## config.mk

```make
export PLATFORM = sky130hd
export DESIGN_NAME = serial_regif
export DESIGN_NICKNAME = d
export VERILOG_FILES = /design/src/rtl/serial_regif_pkg.sv /design/src/rtl/sr_word_store.sv /design/src/rtl/sr_rx_queue.sv /design/src/rtl/sr_irq_ctrl.sv /design/src/rtl/serial_regif.sv
export SDC_FILE = /design/constraint.sdc
export NUM_CORES = 1
export LEC_CHECK = 0
export ABC_CLOCK_PERIOD_IN_PS = 8850
export BUFFER_PORTS_ARGS = -buffer_cell sky130_fd_sc_hd__buf_2
export CORE_MARGIN = 2
export CORE_UTILIZATION = 40
export DETAILED_ROUTE_END_ITERATION = 7
export PLACE_DENSITY = 0.62
export SLEW_MARGIN = 30
export SYNTH_ARGS = -nofsm -noshare
export SYNTH_HDL_FRONTEND = slang
export SYNTH_SLANG_ARGS = --single-unit
export TNS_END_PERCENT = 100
```

## constraint.sdc

```tcl
create_clock -name clk -period 8.85 [get_ports clk]
set_input_delay 0 -clock clk [delete_from_list [all_inputs] [get_ports clk]]
set_output_delay 0 -clock clk [all_outputs]
set_load 0.005 [all_outputs]
```

## src/rtl/serial_regif_pkg.sv

```systemverilog
package serial_regif_pkg;

  localparam int ADDR_W    = 6;
  localparam int IDX_W     = ADDR_W - 2;
  localparam int WORD_W    = 32;
  localparam int BYTE_W    = 8;
  localparam int WIN_WORDS = 15;   // window spans 0x00..0x38

  // word indices (byte offset / 4); software depends on these positions
  localparam logic [IDX_W-1:0] W_TXCTRL = 4'd0;
  localparam logic [IDX_W-1:0] W_RXCTRL = 4'd2;
  localparam logic [IDX_W-1:0] W_DOUT   = 4'd7;
  localparam logic [IDX_W-1:0] W_POP    = 4'd8;
  localparam logic [IDX_W-1:0] W_PEEK   = 4'd9;
  localparam logic [IDX_W-1:0] W_MASK   = 4'd11;
  localparam logic [IDX_W-1:0] W_ACK    = 4'd12;
  localparam logic [IDX_W-1:0] W_RAW    = 4'd13;
  localparam logic [IDX_W-1:0] W_MASKED = 4'd14;

  // status word flag positions
  localparam int ST_AVAIL  = 16;
  localparam int ST_TXIDLE = 22;
  localparam int ST_TXRDY  = 24;

  localparam int RXEN_BIT     = 3;
  localparam int RAW_RX_BIT   = 3;
  localparam logic [WORD_W-1:0] RXCTRL_RST = 32'h0001_0000;

  typedef logic [WORD_W-1:0] word_t;
  typedef logic [BYTE_W-1:0] byte_t;

  // words that are held in the plain storage bank
  function automatic bit is_plain(int i);
    return !(i == int'(W_POP)  || i == int'(W_PEEK) || i == int'(W_MASK) ||
             i == int'(W_ACK)  || i == int'(W_RAW)  || i == int'(W_MASKED));
  endfunction

  function automatic word_t plain_reset(int i);
    return (i == int'(W_RXCTRL)) ? RXCTRL_RST : '0;
  endfunction

  function automatic word_t make_status(byte_t head, logic avail);
    word_t s;
    s            = '0;
    s[BYTE_W-1:0] = head;
    s[ST_AVAIL]  = avail;
    s[ST_TXIDLE] = 1'b1;
    s[ST_TXRDY]  = 1'b1;
    return s;
  endfunction

endpackage

```

## src/rtl/sr_word_store.sv

```systemverilog
module sr_word_store
  import serial_regif_pkg::*;
#(
  parameter int N_WORDS = WIN_WORDS,
  parameter int IW      = IDX_W
) (
  input  logic                        clk,
  input  logic                        rst,
  input  logic                        wr_en,
  input  logic [IW-1:0]               wr_idx,
  input  word_t                       wdata,
  output logic [N_WORDS-1:0][WORD_W-1:0] words
);

  for (genvar i = 0; i < N_WORDS; i++) begin : g_word
    if (is_plain(i)) begin : g_store
      word_t q;
      always_ff @(posedge clk) begin
        if (rst)
          q <= plain_reset(i);
        else if (wr_en && (wr_idx == IW'(i)))
          q <= wdata;
      end
      assign words[i] = q;
    end else begin : g_none
      assign words[i] = '0;
    end
  end

endmodule

```

## src/rtl/sr_rx_queue.sv

```systemverilog
module sr_rx_queue #(
  parameter int DEPTH = 16,
  parameter int DW    = 8,
  localparam int PW   = $clog2(DEPTH),
  localparam int CW   = PW + 1
) (
  input  logic          clk,
  input  logic          rst,
  input  logic          push,
  input  logic [DW-1:0] push_data,
  input  logic          pop,
  output logic [DW-1:0] head_data,
  output logic          empty,
  output logic          full,
  output logic [CW-1:0] count,
  output logic          nonempty_nxt
);

  logic [DW-1:0] mem [DEPTH];
  logic [PW-1:0] wr_ptr, rd_ptr;
  logic [CW-1:0] count_nxt;
  logic          do_push, do_pop;

  assign do_push   = push && !full;
  assign do_pop    = pop && !empty;
  assign count_nxt = count + CW'(do_push) - CW'(do_pop);

  // data array has no reset so it can map onto RAM
  always_ff @(posedge clk) begin
    if (do_push)
      mem[wr_ptr] <= push_data;
  end

  always_ff @(posedge clk) begin
    if (rst) begin
      wr_ptr <= '0;
      rd_ptr <= '0;
      count  <= '0;
    end else begin
      if (do_push) wr_ptr <= wr_ptr + PW'(1);
      if (do_pop)  rd_ptr <= rd_ptr + PW'(1);
      count <= count_nxt;
    end
  end

  assign head_data    = mem[rd_ptr];
  assign empty        = (count == '0);
  assign full         = (count == CW'(DEPTH));
  assign nonempty_nxt = (count_nxt != '0);

endmodule

```

## src/rtl/sr_irq_ctrl.sv

```systemverilog
module sr_irq_ctrl
  import serial_regif_pkg::*;
(
  input  logic  clk,
  input  logic  rst,
  input  logic  wr_mask,
  input  logic  wr_ack,
  input  logic  wr_raw,
  input  logic  tx_fire,
  input  word_t wdata,
  input  logic  rx_nonempty_nxt,
  output word_t raw_q,
  output word_t mask_q,
  output word_t ack_q,
  output word_t masked,
  output logic  irq_o
);

  word_t raw_n, mask_n, ack_n, ack_eff;
  logic  pend_q, pend_n;

  always_comb begin
    raw_n   = raw_q;
    mask_n  = mask_q;
    ack_n   = ack_q;
    pend_n  = pend_q;
    ack_eff = wdata;
    if (wr_raw)  raw_n  = wdata;
    if (wr_mask) mask_n = wdata;
    if (tx_fire) begin
      raw_n[1:0] = 2'b11;
      pend_n     = 1'b1;
    end
    if (wr_ack) begin
      if (pend_q) ack_eff[0] = 1'b0;
      pend_n = 1'b0;
      raw_n  = raw_n & ~ack_eff;
      ack_n  = ack_eff;
    end
    raw_n[RAW_RX_BIT] = rx_nonempty_nxt;
  end

  always_ff @(posedge clk) begin
    if (rst) begin
      raw_q  <= '0;
      mask_q <= '0;
      ack_q  <= '0;
      pend_q <= 1'b0;
      irq_o  <= 1'b0;
    end else begin
      raw_q  <= raw_n;
      mask_q <= mask_n;
      ack_q  <= ack_n;
      pend_q <= pend_n;
      irq_o  <= |(raw_n & mask_n);
    end
  end

  assign masked = raw_q & mask_q;

endmodule

```

## src/rtl/serial_regif.sv

```systemverilog
module serial_regif
  import serial_regif_pkg::*;
#(
  parameter int QDEPTH = 16,
  localparam int QCW   = $clog2(QDEPTH) + 1
) (
  input  logic              clk,
  input  logic              rst,
  input  logic [ADDR_W-1:0] bus_addr,
  input  logic              bus_wr,
  input  logic [31:0]       bus_wdata,
  input  logic              bus_rd,
  output logic [31:0]       bus_rdata,
  input  logic              rx_valid,
  input  logic [7:0]        rx_data,
  output logic              rx_ready,
  output logic              tx_valid,
  output logic [7:0]        tx_data,
  output logic              irq
);

  localparam logic [IDX_W-1:0] WIN_END = IDX_W'(WIN_WORDS);

  logic [IDX_W-1:0] w_idx;
  logic             unused_lsb;
  logic             in_win, wr_hit, rd_hit;
  logic             q_push, q_pop, q_empty, q_full, q_nonempty_nxt, rx_en;
  logic [QCW-1:0]   q_count;
  byte_t            q_head;
  word_t            irq_raw, irq_mask, irq_ack, irq_masked, rd_mux;
  logic [WIN_WORDS-1:0][WORD_W-1:0] store_words;

  assign w_idx      = bus_addr[ADDR_W-1:2];
  assign unused_lsb = ^bus_addr[1:0];
  assign in_win     = (w_idx < WIN_END);
  assign wr_hit     = bus_wr && in_win;
  assign rd_hit     = bus_rd && in_win;

  assign rx_en    = store_words[W_RXCTRL][RXEN_BIT];
  assign rx_ready = rx_en && !q_full;
  assign q_push   = rx_valid && rx_ready;
  assign q_pop    = rd_hit && (w_idx == W_POP) && !q_empty;

  sr_word_store #(.N_WORDS(WIN_WORDS), .IW(IDX_W)) u_store (
    .clk    (clk),
    .rst    (rst),
    .wr_en  (wr_hit),
    .wr_idx (w_idx),
    .wdata  (bus_wdata),
    .words  (store_words)
  );

  sr_rx_queue #(.DEPTH(QDEPTH), .DW(BYTE_W)) u_rxq (
    .clk          (clk),
    .rst          (rst),
    .push         (q_push),
    .push_data    (rx_data),
    .pop          (q_pop),
    .head_data    (q_head),
    .empty        (q_empty),
    .full         (q_full),
    .count        (q_count),
    .nonempty_nxt (q_nonempty_nxt)
  );

  sr_irq_ctrl u_irq (
    .clk             (clk),
    .rst             (rst),
    .wr_mask         (wr_hit && (w_idx == W_MASK)),
    .wr_ack          (wr_hit && (w_idx == W_ACK)),
    .wr_raw          (wr_hit && (w_idx == W_RAW)),
    .tx_fire         (wr_hit && (w_idx == W_DOUT)),
    .wdata           (bus_wdata),
    .rx_nonempty_nxt (q_nonempty_nxt),
    .raw_q           (irq_raw),
    .mask_q          (irq_mask),
    .ack_q           (irq_ack),
    .masked          (irq_masked),
    .irq_o           (irq)
  );

  always_comb begin
    rd_mux = '0;
    if (in_win) begin
      case (w_idx)
        W_POP, W_PEEK: rd_mux = make_status(q_head, !q_empty);
        W_MASK:        rd_mux = irq_mask;
        W_ACK:         rd_mux = irq_ack;
        W_RAW:         rd_mux = irq_raw;
        W_MASKED:      rd_mux = irq_masked;
        default:       rd_mux = store_words[w_idx];
      endcase
    end
  end

  always_ff @(posedge clk) begin
    if (rst) begin
      bus_rdata <= '0;
      tx_valid  <= 1'b0;
      tx_data   <= '0;
    end else begin
      if (bus_rd) bus_rdata <= rd_mux;
      tx_valid <= wr_hit && (w_idx == W_DOUT);
      if (wr_hit && (w_idx == W_DOUT)) tx_data <= bus_wdata[7:0];
    end
  end

endmodule

```

==> results.sh <==
export IMPL_gr_usage_all_layers=0.235
export IMPL_gp_congestion=0.823
export IMPL_grt_pass1_wl_um=114000
export IMPL_die_area_sq_um=62900
export IMPL_synthTopCellsByArea="dfxtp_1 (36%), edfxtp_1 (16%), nand2_1 (11%), a21oi_1 (8.9%), mux4_2 (8.0%)"
export IMPL_cts_buffer_depth=3
export IMPL_synth_top_family_by_area="compound AO/OA/AOI/OAI gates"
export IMPL_slew_viol_final=0
export IMPL_maxCapViolCount=0
export IMPL_drive_gt1_frac=0.132
export IMPL_synth_async_reset_ratio=0
export IMPL_outcome="complete, no violations"
export IMPL_syn_cell_area_sq_um=24400
export IMPL_initial_core_util=0.404
export IMPL_period_share=0.432
export IMPL_drc_errors=0
export IMPL_placed_cells=3238
export IMPL_cts_root_buf="clkbuf_16"
export IMPL_io_pins=94
export IMPL_cts_tree="yes"
export IMPL_synth_seq_cells=564
export IMPL_synth_xor_area_frac=0.00431
export IMPL_finalCoreUtilization=0.453
export IMPL_row_count=90
export IMPL_synth_simple_area_share=0.149
export IMPL_cpPeakStageDelay_ps=770
export IMPL_leakagePower_nw=9.06
export IMPL_rsz0062_at_grt="no"
export IMPL_wire_per_inst_um=22.2
export IMPL_drtIter0Drc=2329
export IMPL_critical_path_cell_chain="buf_2 > buf_4 > nor3b_2 > o41ai_1 > buf_4 > nor3_2 > ha_1 > inv_1 > ha_1 > fa_1 > xnor2_1 > nor3b_1 > a31oi_1 > nor4_1 > a41oi_1"
export IMPL_ir_drop_v=0.000143
export IMPL_endpoint_kind="register"
export IMPL_vias=19700
export IMPL_portBuffers=91
export IMPL_hp_class="input pin to register"
export IMPL_powerDensity_nw_per_um2=198
export IMPL_final_cells=3375
export IMPL_critPathArrivalTime_ps=4280
export IMPL_crit_buf_inv=4
export IMPL_finalSetupViolations=0
export IMPL_antenna_found_initial=8
export IMPL_critPathRequiredTime_ps=9310
export IMPL_synth_edf_count=128
export IMPL_dr_pass1_iters=5
export IMPL_cts_sinks=564
export IMPL_cts_made_buffers=55
export IMPL_grt_ovfl_total=0
export IMPL_seq_area_frac_synth=0.516
export IMPL_maxSlewHeadroom=0.355
export IMPL_grt_max_degree=137
export IMPL_critPathKind="input pin to register"
export IMPL_dieWidth_um=251
export IMPL_period_minus_slack_ps=3820
export IMPL_area_growth_pct=12.2
export IMPL_fillers=5565
export IMPL_holdBufCountCts=43
export IMPL_synthAdderAreaFrac=0.00647
export IMPL_fin_nets=2619
export IMPL_finalHoldViolations=0
export IMPL_grt_pass1_vias=19000
export IMPL_clock_latency_ps=620
export IMPL_ant_nets=0
export IMPL_core_sq_um=60200
export IMPL_synth_cells=2571
export IMPL_synth_ff_type="dfxtp_1"
export IMPL_htree_levels=2
export IMPL_hpwl_um=44300
export IMPL_syn_nets=2634
export IMPL_drt_total_wl_um=75000
export IMPL_finalSetupTns_ps=0
export IMPL_crit_fanout=49
export IMPL_vias_per_cell=5.84
export IMPL_fin_skew_ps=14.3
export IMPL_avgSynthCellArea_sq_um=9.47
export IMPL_synth_area_mux_share=0.115
export IMPL_start_kind="input pin"
export IMPL_critPathTopFamily="simple AND/OR/NAND/NOR gates"
export IMPL_die_h_um=251
export IMPL_fmax_mhz=262
export IMPL_cts_resized=0
export IMPL_worst_pin_slew_ps=967
export IMPL_antenna_cells=0
export IMPL_synth_top_area_share=0.358
export IMPL_synth_largest_area_cell="dfxtp_1"
export IMPL_path_clk_slew_ps=70
export IMPL_synth_compound_area_frac=0.155
export IMPL_yosysWarnings=0
export IMPL_critical_path_slowest_cell="nor3b_2"
export IMPL_synth_cell_types=66
export IMPL_postCtsSetupRepairBufs=0
[per-stage QoR]
step | worst slack (ps) | cell area [sq um] | hold WS, ps | power [mW]
2_1_floorplan | 5830 | 24400 | 98.9 | 2.98
3_3_place_gp | 4580 | 25100 | 360 | 3.09
3_5_place_dp | 4510 | 25100 | 375 | 3.10
4_1_cts | 5110 | 27300 | 29.0 | 5.44
5_1_grt | 4730 | 27300 | 67.9 | 5.57
6_report | 5030 | 27300 | 66.7 | 5.41
[cell type report]
type,count,area [sq um],share of cell area
Inverter,37,139,0.00508
Clock inverter,12,111,0.00408
Sequential cell,564,12600,0.460
Tap cell,782,978,0.0358
Timing Repair Buffer,179,1250,0.0456
Clock buffer,82,1670,0.0612
Multi-Input combinational cell,1719,10600,0.388
[kinds of logic after synthesis]
kind of cell	Yosys count
compound gates	652
xor+xnor	12
fa+ha+maj	12
buf+inv	288
flops	564
mux	143
simple gates	900
[worst reg2reg max path: stages (launching register included)]
cell	delay, ps
dfxtp_1	320
inv_1	80
ha_1	180
inv_1	50
o41ai_1	310
buf_4	220
nor3_2	80
ha_1	320
inv_1	40
ha_1	210
fa_1	450
xnor2_1	210
nor3b_1	340
a31oi_1	270
nor4_1	300
a41oi_1	120
[sequential cells by signal, indices dropped and copies added, names as in the netlist, named ones only]
name / flops
u_store.g_word.g_store.q: 281
u_rxq.mem: 128
bus_rdata: 32
u_irq.ack_q: 32
u_irq.mask_q: 32
u_irq.raw_q: 32
tx_data: 7
u_rxq.count: 5
u_rxq.rd_ptr: 4
u_rxq.wr_ptr: 4
tx_valid: 1
u_irq.irq_o: 1
u_irq.pend_q: 1
[metal layers]
layer  vias to the layer above  track usage  wire, um
met1                      9615        0.313     30700
met5                         -            0        97
li1                       8978            -         -
met3                       176       0.0426      6400
met2                       919        0.380     35200
met4                        16       0.0905      2650
[final timing paths]
path                              startpoint                              end  slack [ps]  depth (start not counted)
min                                   bus_rd                     bus_rdata[1]          70                          5
max reg2reg                   u_rxq.count[3]                      u_irq.irq_o        5200                         15
max                              bus_addr[5]                      u_irq.irq_o        5030                         15
min reg2reg  u_store.g_word[7].g_store.q[22]  u_store.g_word[7].g_store.q[22]         450                          2
[layout by cell type, fill, tap and decap left out, drive strengths merged, types with 37 or more instances in the layout]
cell / instances
nor2: 87
buf: 136
clkbuf: 82
edfxtp: 128
dfxtp: 436
nand2: 723
o21ai: 61
dlygate4sd3: 43
mux4: 104
a21oi: 440
inv: 39
mux2i: 37
[synth_stat cells, types with 7 or more instances]
cell       count
nor2_1        86
a22oi_1        7
a221oi_1      21
edfxtp_1     128
a21o_1         9
a21oi_1      434
clkbuf_1     182
ha_1          11
mux4_2        86
o21ai_0       61
inv_1         36
dfxtp_1      436
nor3_1        32
mux2i_1       37
a22o_1         7
mux4_1        18
nand2b_1       8
buf_2         36
o22ai_1       20
xnor2_1        7
a2111oi_0     28
a221o_1       16
nand2_1      723
a32oi_1       22
buf_4         15
[power breakdown]
group	leakage, nW	switching [mW]	internal [mW]	total (mW)
Sequential	4.67	0.0266	2.67	2.69
Clock	0.879	1.01	1.33	2.34
Combinational	3.51	0.255	0.123	0.378
Total	9.06	1.29	4.12	5.41
No activity file was read; power rests on OpenSTA's default activity.
